$ cat src/rtl/sar_pkg.sv
package sar_pkg;
    typedef enum logic [2:0] {
        ST_IDLE,
        ST_HOLD,
        ST_ALIGN,
        ST_CONV,
        ST_XFER
    } sar_state_e;
endpackage

$ cat src/rtl/sar_sync.sv
module sar_sync #(
    parameter int WIDTH  = 3,
    parameter int STAGES = 2
) (
    input  logic             clk,
    input  logic             rst_n,
    input  logic [WIDTH-1:0] async_i,
    output logic [WIDTH-1:0] sync_o
);
    logic [WIDTH-1:0] pipe_q [STAGES];

    always_ff @(posedge clk or negedge rst_n) begin
        if (!rst_n) begin
            for (int s = 0; s < STAGES; s++) pipe_q[s] <= '1;
        end else begin
            pipe_q[0] <= async_i;
            for (int s = 1; s < STAGES; s++) pipe_q[s] <= pipe_q[s-1];
        end
    end

    assign sync_o = pipe_q[STAGES-1];
endmodule

$ cat src/rtl/sar_phase.sv
module sar_phase #(
    parameter int CLKS_PER_BIT = 8,
    localparam int PH_W = (CLKS_PER_BIT > 1) ? $clog2(CLKS_PER_BIT) : 1
) (
    input  logic            clk,
    input  logic            rst_n,
    output logic [PH_W-1:0] phase_o,
    output logic            last_o
);
    localparam logic [PH_W-1:0] PH_LAST = PH_W'(CLKS_PER_BIT - 1);

    logic [PH_W-1:0] ph_q;

    always_ff @(posedge clk or negedge rst_n) begin
        if (!rst_n)              ph_q <= '0;
        else if (ph_q == PH_LAST) ph_q <= '0;
        else                     ph_q <= ph_q + 1'b1;
    end

    assign phase_o = ph_q;
    assign last_o  = (ph_q == PH_LAST);
endmodule

$ cat src/rtl/sar_bits.sv
module sar_bits #(
    parameter int DATA_W = 8,
    localparam int IDX_W = $clog2(DATA_W)
) (
    input  logic              clk,
    input  logic              rst_n,
    input  logic              clr_i,
    input  logic              load_i,
    input  logic              decide_i,
    input  logic              keep_i,
    input  logic [IDX_W-1:0]  idx_i,
    output logic [DATA_W-1:0] trial_o,
    output logic [DATA_W-1:0] final_o
);
    localparam logic [DATA_W-1:0] ONE = DATA_W'(1);

    logic [DATA_W-1:0] trial_q;
    logic [DATA_W-1:0] bit_mask;

    assign bit_mask = ONE << idx_i;
    assign final_o  = keep_i ? trial_q : (trial_q & ~bit_mask);

    always_ff @(posedge clk or negedge rst_n) begin
        if (!rst_n) begin
            trial_q <= '0;
        end else if (clr_i) begin
            trial_q <= '0;
        end else if (load_i) begin
            trial_q <= ONE << (DATA_W - 1);
        end else if (decide_i) begin
            if (idx_i != '0) trial_q <= final_o | (bit_mask >> 1);
            else             trial_q <= final_o;
        end
    end

    assign trial_o = trial_q;
endmodule

$ cat src/rtl/sar_ctrl.sv
module sar_ctrl
    import sar_pkg::*;
#(
    parameter int DATA_W       = 8,
    parameter int CLKS_PER_BIT = 8,
    parameter int SYNC_STAGES  = 2
) (
    input  logic              clk,
    input  logic              rst_n,
    input  logic              cs_n,
    input  logic              wr_n,
    input  logic              rd_n,
    input  logic              cmp_i,
    output logic [DATA_W-1:0] trial_o,
    output logic [DATA_W-1:0] data_o,
    output logic              data_oe_o,
    output logic              intr_n_o
);
    localparam int IDX_W = $clog2(DATA_W);
    localparam int PH_W  = (CLKS_PER_BIT > 1) ? $clog2(CLKS_PER_BIT) : 1;
    localparam logic [IDX_W-1:0] IDX_MSB = IDX_W'(DATA_W - 1);

    logic [2:0]        bus_s;
    logic              cs_s, wr_s, rd_s;
    logic              start_req, rd_act;
    logic [PH_W-1:0]   ph;
    logic              ph_last;
    sar_state_e        state_q, state_d;
    logic [IDX_W-1:0]  idx_q;
    logic              sar_load, sar_decide, last_bit;
    logic [DATA_W-1:0] sar_final;
    logic [DATA_W-1:0] data_q;
    logic              intr_n_q;

    sar_sync #(.WIDTH(3), .STAGES(SYNC_STAGES)) u_sync (
        .clk     (clk),
        .rst_n   (rst_n),
        .async_i ({cs_n, wr_n, rd_n}),
        .sync_o  (bus_s)
    );

    assign {cs_s, wr_s, rd_s} = bus_s;
    assign start_req = !cs_s && !wr_s;
    assign rd_act    = !cs_s && !rd_s;

    sar_phase #(.CLKS_PER_BIT(CLKS_PER_BIT)) u_phase (
        .clk     (clk),
        .rst_n   (rst_n),
        .phase_o (ph),
        .last_o  (ph_last)
    );

    assign last_bit   = (idx_q == '0);
    assign sar_load   = (state_q == ST_ALIGN) && !start_req && ph_last;
    assign sar_decide = (state_q == ST_CONV)  && !start_req && ph_last;

    sar_bits #(.DATA_W(DATA_W)) u_bits (
        .clk      (clk),
        .rst_n    (rst_n),
        .clr_i    (start_req),
        .load_i   (sar_load),
        .decide_i (sar_decide),
        .keep_i   (cmp_i),
        .idx_i    (idx_q),
        .trial_o  (trial_o),
        .final_o  (sar_final)
    );

    // next-state logic
    always_comb begin
        state_d = state_q;
        if (start_req) begin
            state_d = ST_HOLD;
        end else begin
            unique case (state_q)
                ST_IDLE:  state_d = ST_IDLE;
                ST_HOLD:  state_d = ST_ALIGN;
                ST_ALIGN: state_d = ph_last ? ST_CONV : ST_ALIGN;
                ST_CONV:  state_d = (ph_last && last_bit) ? ST_XFER : ST_CONV;
                ST_XFER:  state_d = ST_IDLE;
                default:  state_d = ST_IDLE;
            endcase
        end
    end

    // state register
    always_ff @(posedge clk or negedge rst_n) begin
        if (!rst_n) state_q <= ST_IDLE;
        else        state_q <= state_d;
    end

    // registered outputs and datapath control
    always_ff @(posedge clk or negedge rst_n) begin
        if (!rst_n) begin
            idx_q    <= '0;
            data_q   <= '0;
            intr_n_q <= 1'b1;
        end else begin
            if (sar_load)                     idx_q <= IDX_MSB;
            else if (sar_decide && !last_bit) idx_q <= idx_q - 1'b1;

            if (sar_decide && last_bit) data_q <= sar_final;

            if (start_req)                intr_n_q <= 1'b1;
            else if (state_q == ST_XFER)  intr_n_q <= 1'b0;
            else if (rd_act)              intr_n_q <= 1'b1;
        end
    end

    assign intr_n_o  = intr_n_q;
    assign data_oe_o = rd_act;
    assign data_o    = rd_act ? data_q : '0;
endmodule

$ cat config.mk
export PLATFORM = sky130hd
export DESIGN_NAME = sar_ctrl
export DESIGN_NICKNAME = d
export VERILOG_FILES = /design/src/rtl/sar_pkg.sv /design/src/rtl/sar_sync.sv /design/src/rtl/sar_phase.sv /design/src/rtl/sar_bits.sv /design/src/rtl/sar_ctrl.sv
export SDC_FILE = /design/constraint.sdc
export NUM_CORES = 1
export LEC_CHECK = 0
export BUFFER_PORTS_ARGS = -buffer_cell sky130_fd_sc_hd__buf_2
export CAP_MARGIN = 0
export CORE_MARGIN = 2
export CORE_UTILIZATION = 41
export CTS_CLUSTER_DIAMETER = 80
export DETAILED_ROUTE_END_ITERATION = 10
export PLACE_DENSITY = 0.58
export SYNTH_ARGS = -nofsm -noshare
export SYNTH_HDL_FRONTEND = slang
export SYNTH_SLANG_ARGS = --single-unit
$ cat constraint.sdc
create_clock -name clk -period 2.6 [get_ports clk]
set_input_delay 0.13 -clock clk [delete_from_list [all_inputs] [get_ports clk]]
set_output_delay 0.13 -clock clk [all_outputs]
set_load 0.01 [all_outputs]
* Word-level counts from Yosys, hierarchy flattened
Index checks and enable logic that the tools add are counted.
** Operators by class
- Muxes and demuxes :: 16
- Eq/ne operators :: 5
- Add/sub/neg operators :: 2
- Bitwise gates (word level) :: 3
- Reductions and logical operators :: 19
- Shift operators :: 1
** Operators by type and width (number)
- $mux W8 :: 6
- $mux W3 :: 5
- $logic_and A1 B1 Y1 :: 9
- $pmux W3 S3 :: 1
- $reduce_bool A3 Y1 :: 3
- $and A8 B8 Y8 :: 1
- $not A8 Y8 :: 1
- $or A8 B7 Y8 :: 1
- $shl A1 B3 Y8 const A :: 1
- $eq A3 B2 Y1 const B :: 2
- $eq A3 B3 Y1 const B :: 2
- $logic_not A1 Y1 :: 5
- $mux W1 :: 4
- $add A3 B1 Y3 const B :: 1
- $eq A3 B1 Y1 const B :: 1
- $logic_not A3 Y1 :: 1
- $sub A3 B1 Y3 const B :: 1
- $reduce_bool A2 Y1 :: 1
** Storage, ports and cells
- Output and inout port bits :: 18
- Word-level logic and storage cells :: 54
- Flip-flop bits (word level) :: 32

* Logic depth before layout (Yosys ltp)
Gate-level depths: netlist of the first run.
- Depth in word-level cells :: 9
- Gate-level depth with buffers :: 7

* By module
From an unflattened synthesis of the first run, not the netlist that was laid out.
** Unflattened totals
- Cell total of the unflattened synthesis :: 136
- Area total of the unflattened synthesis :: 1550.2 um^2
** Modules (own cells, without submodules)
- sar_ctrl :: sequential area each 376.6 um^2, times used 1, area an instance 754.5 um^2, cells an instance 66
- sar_bits :: sequential area each 200.2 um^2, times used 1, area an instance 511.7 um^2, cells an instance 55
- sar_sync :: sequential area each 157.7 um^2, times used 1, area an instance 180.2 um^2, cells an instance 9
- sar_phase :: sequential area each 75.1 um^2, times used 1, area an instance 103.8 um^2, cells an instance 6

* Least setup slack after synthesis of the first run
OpenSTA, ideal clock, no wires.
- Kind :: register to register
- Start point :: register u_phase.ph_q[0], in the netlist u_phase.phase_o[0]
- End point :: register data_q[1]
- Data required time :: 2475 ps
- Arrival :: 1690 ps
- Buffers on the path :: 2
- Slack :: 785 ps
- Stages on the path, launching flop included :: 8
- Setup time :: 125 ps
- Cells stage by stage :: dfrtp_1 -> ha_1 -> ha_1 -> and3_1 -> buf_2 -> and3_4 -> buf_6 -> mux2_4
** Between the ends
- Longest elaborated chain between the ends :: 3
** Ends and longest elaborated chain
- start: declaration :: line sar_phase.sv:12 : logic [PH_W-1:0] ph_q;
- start signal: assignment :: line sar_phase.sv:17 : else ph_q <= ph_q + 1'b1;
- $eq A3 B3 Y1 :: line sar_phase.sv:21 : assign last_o = (ph_q == PH_LAST);
- $logic_and A1 B1 Y1 :: line sar_ctrl.sv:55 : assign sar_decide = (state_q == ST_CONV) && !start_req && ph_last;
- $logic_and A1 B1 Y1 :: line sar_ctrl.sv:102 : if (sar_decide && last_bit) data_q <= sar_final;
- end signal: assignment :: line sar_ctrl.sv:102
- end: declaration :: line sar_ctrl.sv:32 : logic [DATA_W-1:0] data_q;
Every way passes these cells.
A chain may end at the register's enable or synchronous reset.

* Final worst setup path of the first run
- Start point :: register idx_q[0]
- End point :: register data_q[2]
** Between the ends
- Longest elaborated chain between the ends :: 4
- Elaborated cells on any way between the ends :: 6
- Classes of those cells :: 1 x shift; 1 x mux; 2 x bitwise; 2 x reduce/logical
** Ends and longest elaborated chain
- start: declaration :: line sar_ctrl.sv:29 : logic [IDX_W-1:0] idx_q;
- start signal: assignment :: line sar_ctrl.sv:100 : else if (sar_decide && !last_bit) idx_q <= idx_q - 1'b1;
- $shl A1 B3 Y8 :: line sar_bits.sv:20 : assign bit_mask = ONE << idx_i;
- $not A8 Y8 :: line sar_bits.sv:21 : assign final_o = keep_i ? trial_q : (trial_q & ~bit_mask);
- $and A8 B8 Y8 :: line sar_bits.sv:21
- $mux W8 :: line sar_bits.sv:21
Parallel ways exist; a longest one is shown, timed or not.

==> metrics.txt, run 1 <==
outcome finished clean; Ports 24; worst setup path category register to register; starting utilization of the core area roughly 44%; Die X-Extent around 65 µm; share of the clock period used by the worst path approximately four fifths; Skew-Pair Late Insertion Delay ~0.35 ns; number of buffers inserted during clock tree synthesis 5; final WL 3010 µm; synthesized area between 1500 and 2000 µm²; Hold Vio Cnt, Final 0; count of routing violations after the opening detailed-route iteration 30; kind of path behind the tightest hold check input pin to register; combinational cell fraction of total power around 18%; wire length per cell approximately 15 µm; net count of the finished layout about 160; leading cell type by number of instances after synthesis sky130_fd_sc_hd__dfrtp_1; number of antenna violations at the first check in global routing 0; Post-CTS Repair Setup Buffers 0; global route overflow 0; proportion of synthesized chip area in sequential cells a little over half; yosys synthesis warning count 0; FF+latch count, synth 32; Port-buffer cells 23; flip-flop and latch area about 810 µm²; DRT antenna net count 0; post-synthesis to final-layout area growth 16.9%; first-pass GRT wire length 5240 µm; antenna cells 0; NetSw 369 µW; maximum level of the CTS H-tree 2; clk root buf sky130_fd_sc_hd__clkbuf_4; Die Area between 4000 and 5000 µm²; fraction of final layout cells with drive strength greater than 1 ~33%; required time worst endpoint 2.83 ns; number of global-route vias before repair ~1,100; maximum fanout along the worst path 9; total leakage power roughly 0.00084 µW; global routing usage summed across all routing layers around 17%; Std-Cell Core Area ~3400 µm²; post-synthesis instance total 120; vertical die dimension roughly 65 µm; half-perimeter wire length after detailed placement ~2100 µm; total DRC errors in the routed layout 0; setup repair after global routing missed its margin no; share of the synthesized area in the top cell type 41.7%; cell accounting for the most synthesized area sky130_fd_sc_hd__dfrtp_1; average cell area after synthesis roughly 13 µm²; data arrival at the endpoint of the critical path roughly 2.3 ns; Filler cells ~330; cell internal power dissipation just over 800 µW; CTS max path bufs 2; maximum number of pins on one net before global-route repair 33; fraction of power spent switching nets a little under a third; Synth cell types 32; most common library cells after synthesis 25 x sky130_fd_sc_hd__dfrtp_1, 9 x sky130_fd_sc_hd__nor2_1; biggest area contributors in the synthesized netlist sky130_fd_sc_hd__dfrtp_1 42%, sky130_fd_sc_hd__dfstp_2 12%, sky130_fd_sc_hd__mux2_4 7.0%, sky130_fd_sc_hd__ha_1 5.8%, sky130_fd_sc_hd__a32o_1 4.7%; number of search-and-repair iterations in the first detailed-routing pass 4; Avg Vias per Cell about 5.4; critical path launch point type register; Final Max Slew Viols 0; Synth async-reset ratio between 90% and 100%; min cycle time layout ~2 ns; worst rel slew slack 53.8%; Resize count post-CTS 0; Row Count 21; final total negative setup slack 0 ns; CTS tree done; Worst VDD drop 0.000389 V; cell area reported after detailed placement around 1600 µm²; area used by multi-input combinational logic ~640 µm²; Worst Max-Slew Pin Slew 0.692 ns; Finish-stage setup viols 0; power density normalized to cell area slightly below 700 nW/µm²; clock share of power between 30% and 40%; clock-pin slew reported for the worst setup and hold paths after clock tree synthesis 0.11 ns; maximum frequency from static timing analysis between 0.4 and 0.5 GHz; Syn Nets ~130; skew final 0.0136 ns; Via Count approximately 1,100; placer congestion estimate roughly 0.9; maximum capacitance violations 0; Non-Filler Cell Area, Final between 1500 and 2000 µm²; crit end category register; fraction of power consumed by sequential logic 50.0%; count of flip-flops with a built-in enable after synthesis 0; Clock Sink Count 32; Main synth FF type sky130_fd_sc_hd__dfrtp_1
==> worst max-delay path, cell delays in order (launching register included) <==
cell and delay (ns):
sky130_fd_sc_hd__dfrtp_1 0.44, sky130_fd_sc_hd__inv_1 0.13, sky130_fd_sc_hd__ha_1 0.26, sky130_fd_sc_hd__nor2b_1 0.40
sky130_fd_sc_hd__and3_4 0.39, sky130_fd_sc_hd__mux2_4 0.31
==> cell type report <==
class	count	area share, %
clock buffer	5	2.14
tap	46	3.28
inverter	4	0.855
timing repair buffer	27	8.84
multi-input combinational	80	36.4
sequential	32	46.1
clock inverter	3	2.42
==> final timing paths <==
path | start | endpoint | slack, ns | depth (start not counted)
worst max register to register | idx_q[0]$_DFFE_PN0P_ | data_q[2]$_DFFE_PN0P_ | 0.56 | 5
worst min-delay path | cmp_i | data_q[0]$_DFFE_PN0P_ | 0.07 | 3
worst max-delay path | idx_q[0]$_DFFE_PN0P_ | data_q[2]$_DFFE_PN0P_ | 0.56 | 5
min in group asynchronous | rst_n | state_q[2]$_DFF_PN0_ | 0.36 | 2
max in group asynchronous | rst_n | u_bits.trial_o[3]$_DFFE_PN0P_ | 1.79 | 2
worst min register to register | u_sync.pipe_q[5]$_DFF_PN1_ | u_sync.sync_o[2]$_DFF_PN1_ | 0.36 | 0
==> per-stage QoR <==
step                      total power [µW]  utilization (%)  instances  setup WS, ns  hold slack, ns
after floorplan                        730                -        120         0.785          -0.166
final                                 1200             51.4        197         0.559          0.0709
after global placement                 804             47.9        185         0.690           0.212
after CTS                             1210             51.4        197         0.562          0.0607
after global routing                  1260             51.4        197         0.368          0.0671
after detailed placement               817             47.9        185         0.575           0.226
==> flip-flops by register name (all words and copies together) (netlist names) <==
register / flops
data_q: 8
u_phase.phase_o: 3
idx_q: 3
u_sync.sync_o: 3
u_sync.pipe_q: 3
state_q: 3
intr_n_o: 1
u_bits.trial_o: 8
==> power groups by stage <==
| stage | clock (µW) | sequential (µW) | combinational [µW] |
|---|---|---|---|
| after floorplan | 0 | 596 | 133 |
| after global placement | 0 | 602 | 202 |
| after detailed placement | 0 | 606 | 210 |
| after CTS | 396 | 596 | 217 |
| after global routing | 419 | 607 | 236 |
| final | 383 | 599 | 215 |
==> what timing repair did <==
| item | CTS | global route |
|---|---|---|
| hold endpoints to repair | 28 | 0 |
| hold buffers | 4 | 0 |
| setup endpoints to repair | 0 | 0 |
==> per-layer routing <==
layer	global-route usage, %	wire (µm)	share of wire (%)
met3	5.03	119	4.0
met1	21.8	1520	51
met2	25.3	1320	44
met5	0	0	0
met4	7.98	48	1.6
==> kinds of logic (layout without fill, tap and decap cells) <==
group	after synthesis	in the layout	share of synthesized area [%]
multiplexers	8	8	7.67
adder cells (fa/ha/maj)	7	7	5.83
AO/OA/AOI/OAI	21	21	11.5
buffers and inverters	8	39	3.58
AND/OR/NAND/NOR	44	44	17.5
flip-flops	32	32	53.9
==> cells in the final DEF (no fill, tap or decap) <==
| cell type | netlist | final |
|---|---|---|
| sky130_fd_sc_hd__or4_1 | 2 | 2 |
| sky130_fd_sc_hd__bufinv_16 | 0 | 1 |
| sky130_fd_sc_hd__dlygate4sd3_1 | 0 | 4 |
| sky130_fd_sc_hd__clkinv_2 | 0 | 1 |
| sky130_fd_sc_hd__mux2_4 | 7 | 7 |
| sky130_fd_sc_hd__o32ai_1 | 1 | 1 |
| sky130_fd_sc_hd__nor2_1 | 9 | 9 |
| sky130_fd_sc_hd__and3_1 | 3 | 3 |
| sky130_fd_sc_hd__a32o_1 | 7 | 7 |
| sky130_fd_sc_hd__o22ai_1 | 1 | 1 |
| sky130_fd_sc_hd__nor3b_1 | 1 | 1 |
| sky130_fd_sc_hd__a21boi_0 | 3 | 3 |
| sky130_fd_sc_hd__and2_1 | 7 | 7 |
| sky130_fd_sc_hd__and3_4 | 1 | 1 |
| sky130_fd_sc_hd__inv_1 | 4 | 4 |
| sky130_fd_sc_hd__nand2b_1 | 1 | 1 |
| sky130_fd_sc_hd__nor3_1 | 2 | 2 |
| sky130_fd_sc_hd__o21ba_1 | 1 | 1 |
| sky130_fd_sc_hd__and4bb_2 | 2 | 2 |
| sky130_fd_sc_hd__and3_2 | 2 | 2 |
| sky130_fd_sc_hd__clkinvlp_4 | 0 | 1 |
| sky130_fd_sc_hd__dfstp_2 | 7 | 7 |
| sky130_fd_sc_hd__mux2i_1 | 1 | 1 |
| sky130_fd_sc_hd__buf_2 | 1 | 23 |
| sky130_fd_sc_hd__ha_1 | 7 | 7 |
| sky130_fd_sc_hd__nand3_1 | 7 | 7 |
| sky130_fd_sc_hd__o21bai_1 | 1 | 1 |
| sky130_fd_sc_hd__a21oi_1 | 1 | 1 |
| sky130_fd_sc_hd__o21ai_0 | 2 | 2 |
| sky130_fd_sc_hd__nand4_1 | 5 | 5 |
| sky130_fd_sc_hd__nor2b_1 | 1 | 1 |
| sky130_fd_sc_hd__clkbuf_4 | 0 | 5 |
| sky130_fd_sc_hd__o31ai_1 | 3 | 3 |
| sky130_fd_sc_hd__dfrtp_1 | 25 | 25 |
| sky130_fd_sc_hd__o211a_1 | 1 | 1 |
| sky130_fd_sc_hd__nand2_1 | 1 | 1 |
No activity file was read; power rests on OpenSTA's default activity.
==> inputs of run 2 (changes only) <==
clock period = 2.1 ns   (was 2.6 ns; I/O delays follow)
==> run 2 against run 1 <==
Against the previous run: first-iteration DRC count is 23% higher; clock skew is essentially flat; largest cell class unchanged; largest power group unchanged; via count decreased by 0.75%.
==> metrics.txt, run 2 (synthesis results as in run 1) <==
half-perimeter wire length after detailed placement 2060 µm (-2.3%); maximum level of the CTS H-tree 2 (unchanged); global route overflow 0 (unchanged); count of routing violations after the opening detailed-route iteration 37 (+23%); placed cells 186 (+0.54%); fraction of final layout cells with drive strength greater than 1 33.6% (+0.44 points); first-pass GRT wire length 5260 µm (+0.38%); DRT antenna net count 0 (unchanged); Skew-Pair Late Insertion Delay 0.33 ns (-0.02 ns); clk root buf sky130_fd_sc_hd__clkbuf_4; setup repair after global routing missed its margin no; most common library cell in the layout ignoring fill and taps sky130_fd_sc_hd__dfrtp_1; Avg Vias per Cell 5.34 (-1.3%); post-synthesis to final-layout area growth 16.8% (about the same); worst setup path category register to register; number of antenna violations at the first check in global routing 0 (unchanged); starting utilization of the core area 44.0% (unchanged); critical path launch point type register; net count of the finished layout 164 (+0.61%); antenna cells 0 (unchanged); placer congestion estimate 0.866 (-1.3%); Final Non-Filler Cells 198 (+0.51%); min cycle time layout 1.90 ns (-0.140 ns); required time worst endpoint 2.32 ns (-0.51 ns); CTS tree done; number of search-and-repair iterations in the first detailed-routing pass 4 (unchanged); Std-Cell Core Area 3420 µm² (unchanged); number of global-route vias before repair 1,089 (-0.092%); Die Area 4160 µm² (unchanged); data arrival at the endpoint of the critical path 2.12 ns (-0.15 ns); Post-CTS Repair Setup Buffers 0 (unchanged); startpoint of the lowest-slack register-to-register path idx_q[0]$_DFFE_PN0P_; Die X-Extent 64.5 µm (unchanged); maximum capacitance violations 0 (unchanged); Via Count 1,058 (-0.75%); critical hold path startpoint cmp_i; Worst VDD drop 0.000344 V (-11%); wire length per cell 14.9 µm (-2.6%); global routing usage summed across all routing layers 16.6% (-0.025 points); Worst Max-Slew Pin Slew 0.717 ns (+0.0242 ns); maximum frequency from static timing analysis 0.526 GHz (+7.4%); Final Max Slew Viols 0 (unchanged); maximum number of pins on one net before global-route repair 33 (unchanged); skew final 0.0135 ns (-0.000163 ns); final WL 2940 µm (-2.1%); total DRC errors in the routed layout 0 (unchanged); maximum fanout along the worst path 9 (unchanged); most frequent cells in the layout 25 x sky130_fd_sc_hd__dfrtp_1, 23 x sky130_fd_sc_hd__buf_2, 9 x sky130_fd_sc_hd__nor2_1; Clock Sink Count 32 (unchanged); Hold Vio Cnt, Final 0 (unchanged); power density normalized to cell area 802 nW/µm² (+18%); crit end category register; outcome finished clean; vertical die dimension 64.5 µm (unchanged); worst rel slew slack 52.2% (-1.6 points); share of the clock period used by the worst path 90.5% (+12 points); number of buffers inserted during clock tree synthesis 5 (unchanged); Port-buffer cells 23 (unchanged); Ports 24 (unchanged); kind of path behind the tightest hold check input pin to register; CTS max path bufs 2 (unchanged); startpoint of the most critical setup path idx_q[0]$_DFFE_PN0P_; worst path setup slack after routing 0.200 ns (-0.360 ns); final total negative setup slack 0 ns (unchanged); Setup WS pre-CTS 0.0545 ns (-0.521 ns); Finish-stage setup viols 0 (unchanged); Row Count 21 (unchanged); total leakage power 0.000846 µW (+0.24%); clock-pin slew reported for the worst setup and hold paths after clock tree synthesis 0.10 ns (about the same)
-- run 2: changes by cell type in the layout (fill, tap and decap cells not counted), sizes merged --
cell      previous run  this run
buf                 23        24
bufinv               1         0
clkbuf               5         8
clkinv               1         0
clkinvlp             1         0
-- run 2: final timing paths --
check / to / slack, ns / cells past startpoint
setup / recovery: data_q[7]$_DFFE_PN0P_ / 0.20 / 5
hold / removal: data_q[0]$_DFFE_PN0P_ / 0.06 / 3
setup reg to reg: data_q[7]$_DFFE_PN0P_ / 0.20 / 5
hold reg to reg: u_sync.sync_o[0]$_DFF_PN1_ / 0.36 / 0
max in group asynchronous: idx_q[0]$_DFFE_PN0P_ / 1.27 / 2
min in group asynchronous: u_phase.phase_o[2]$_DFF_PN0_ / 0.36 / 2
-- run 2: stage by stage --
step	hold WS (ns)	utilization (%)	power, µW	area [µm²]
6_report	0.0583	51.4	1410	1750
5_1_grt	0.0828	51.4	1500	1750
4_1_cts	0.0608	51.3	1420	1750
3_5_place_dp	0.199	48.1	1010	1640
3_3_place_gp	0.188	48.1	996	1640
2_1_floorplan	-0.191	-	904	1500
-- run 2: area by class of cell --
cell class              instances  area [µm²]
clock buffers                   8        68.8
fillers                       337        1660
inverters                       4        15.0
multi-input cells              80         641
flip-flops and latches         32         810
well taps                      46        57.6
repair buffers                 28         163
-- run 2: what timing repair did --
action                                  in CTS  in global routing
endpoints found under the hold margin       28                  0
hold buffers                                 4                  0
endpoints found under the setup margin       0                  7
gates resized for setup                      0                  1
-- run 2: worst max-delay path: stages, from the launching register on --
cell and delay (ns):
sky130_fd_sc_hd__dfrtp_1 0.43, sky130_fd_sc_hd__inv_1 0.12, sky130_fd_sc_hd__ha_1 0.24, sky130_fd_sc_hd__nor2b_2 0.33
sky130_fd_sc_hd__and3_4 0.36, sky130_fd_sc_hd__mux2_4 0.31
-- run 2: power by group --
group,total (µW),switching [µW],internal (µW)
combinational,265,163,102
sequential,741,64.2,677
clock,400,203,197
-- run 2: per-layer routing --
layer	share of wire, %	GRT usage [%]	up-vias
li1	-	-	507
met1	51	23.1	521
met2	44	24.6	24
met3	3.5	5.21	6
met4	1.6	5.59	0
met5	0	0	-
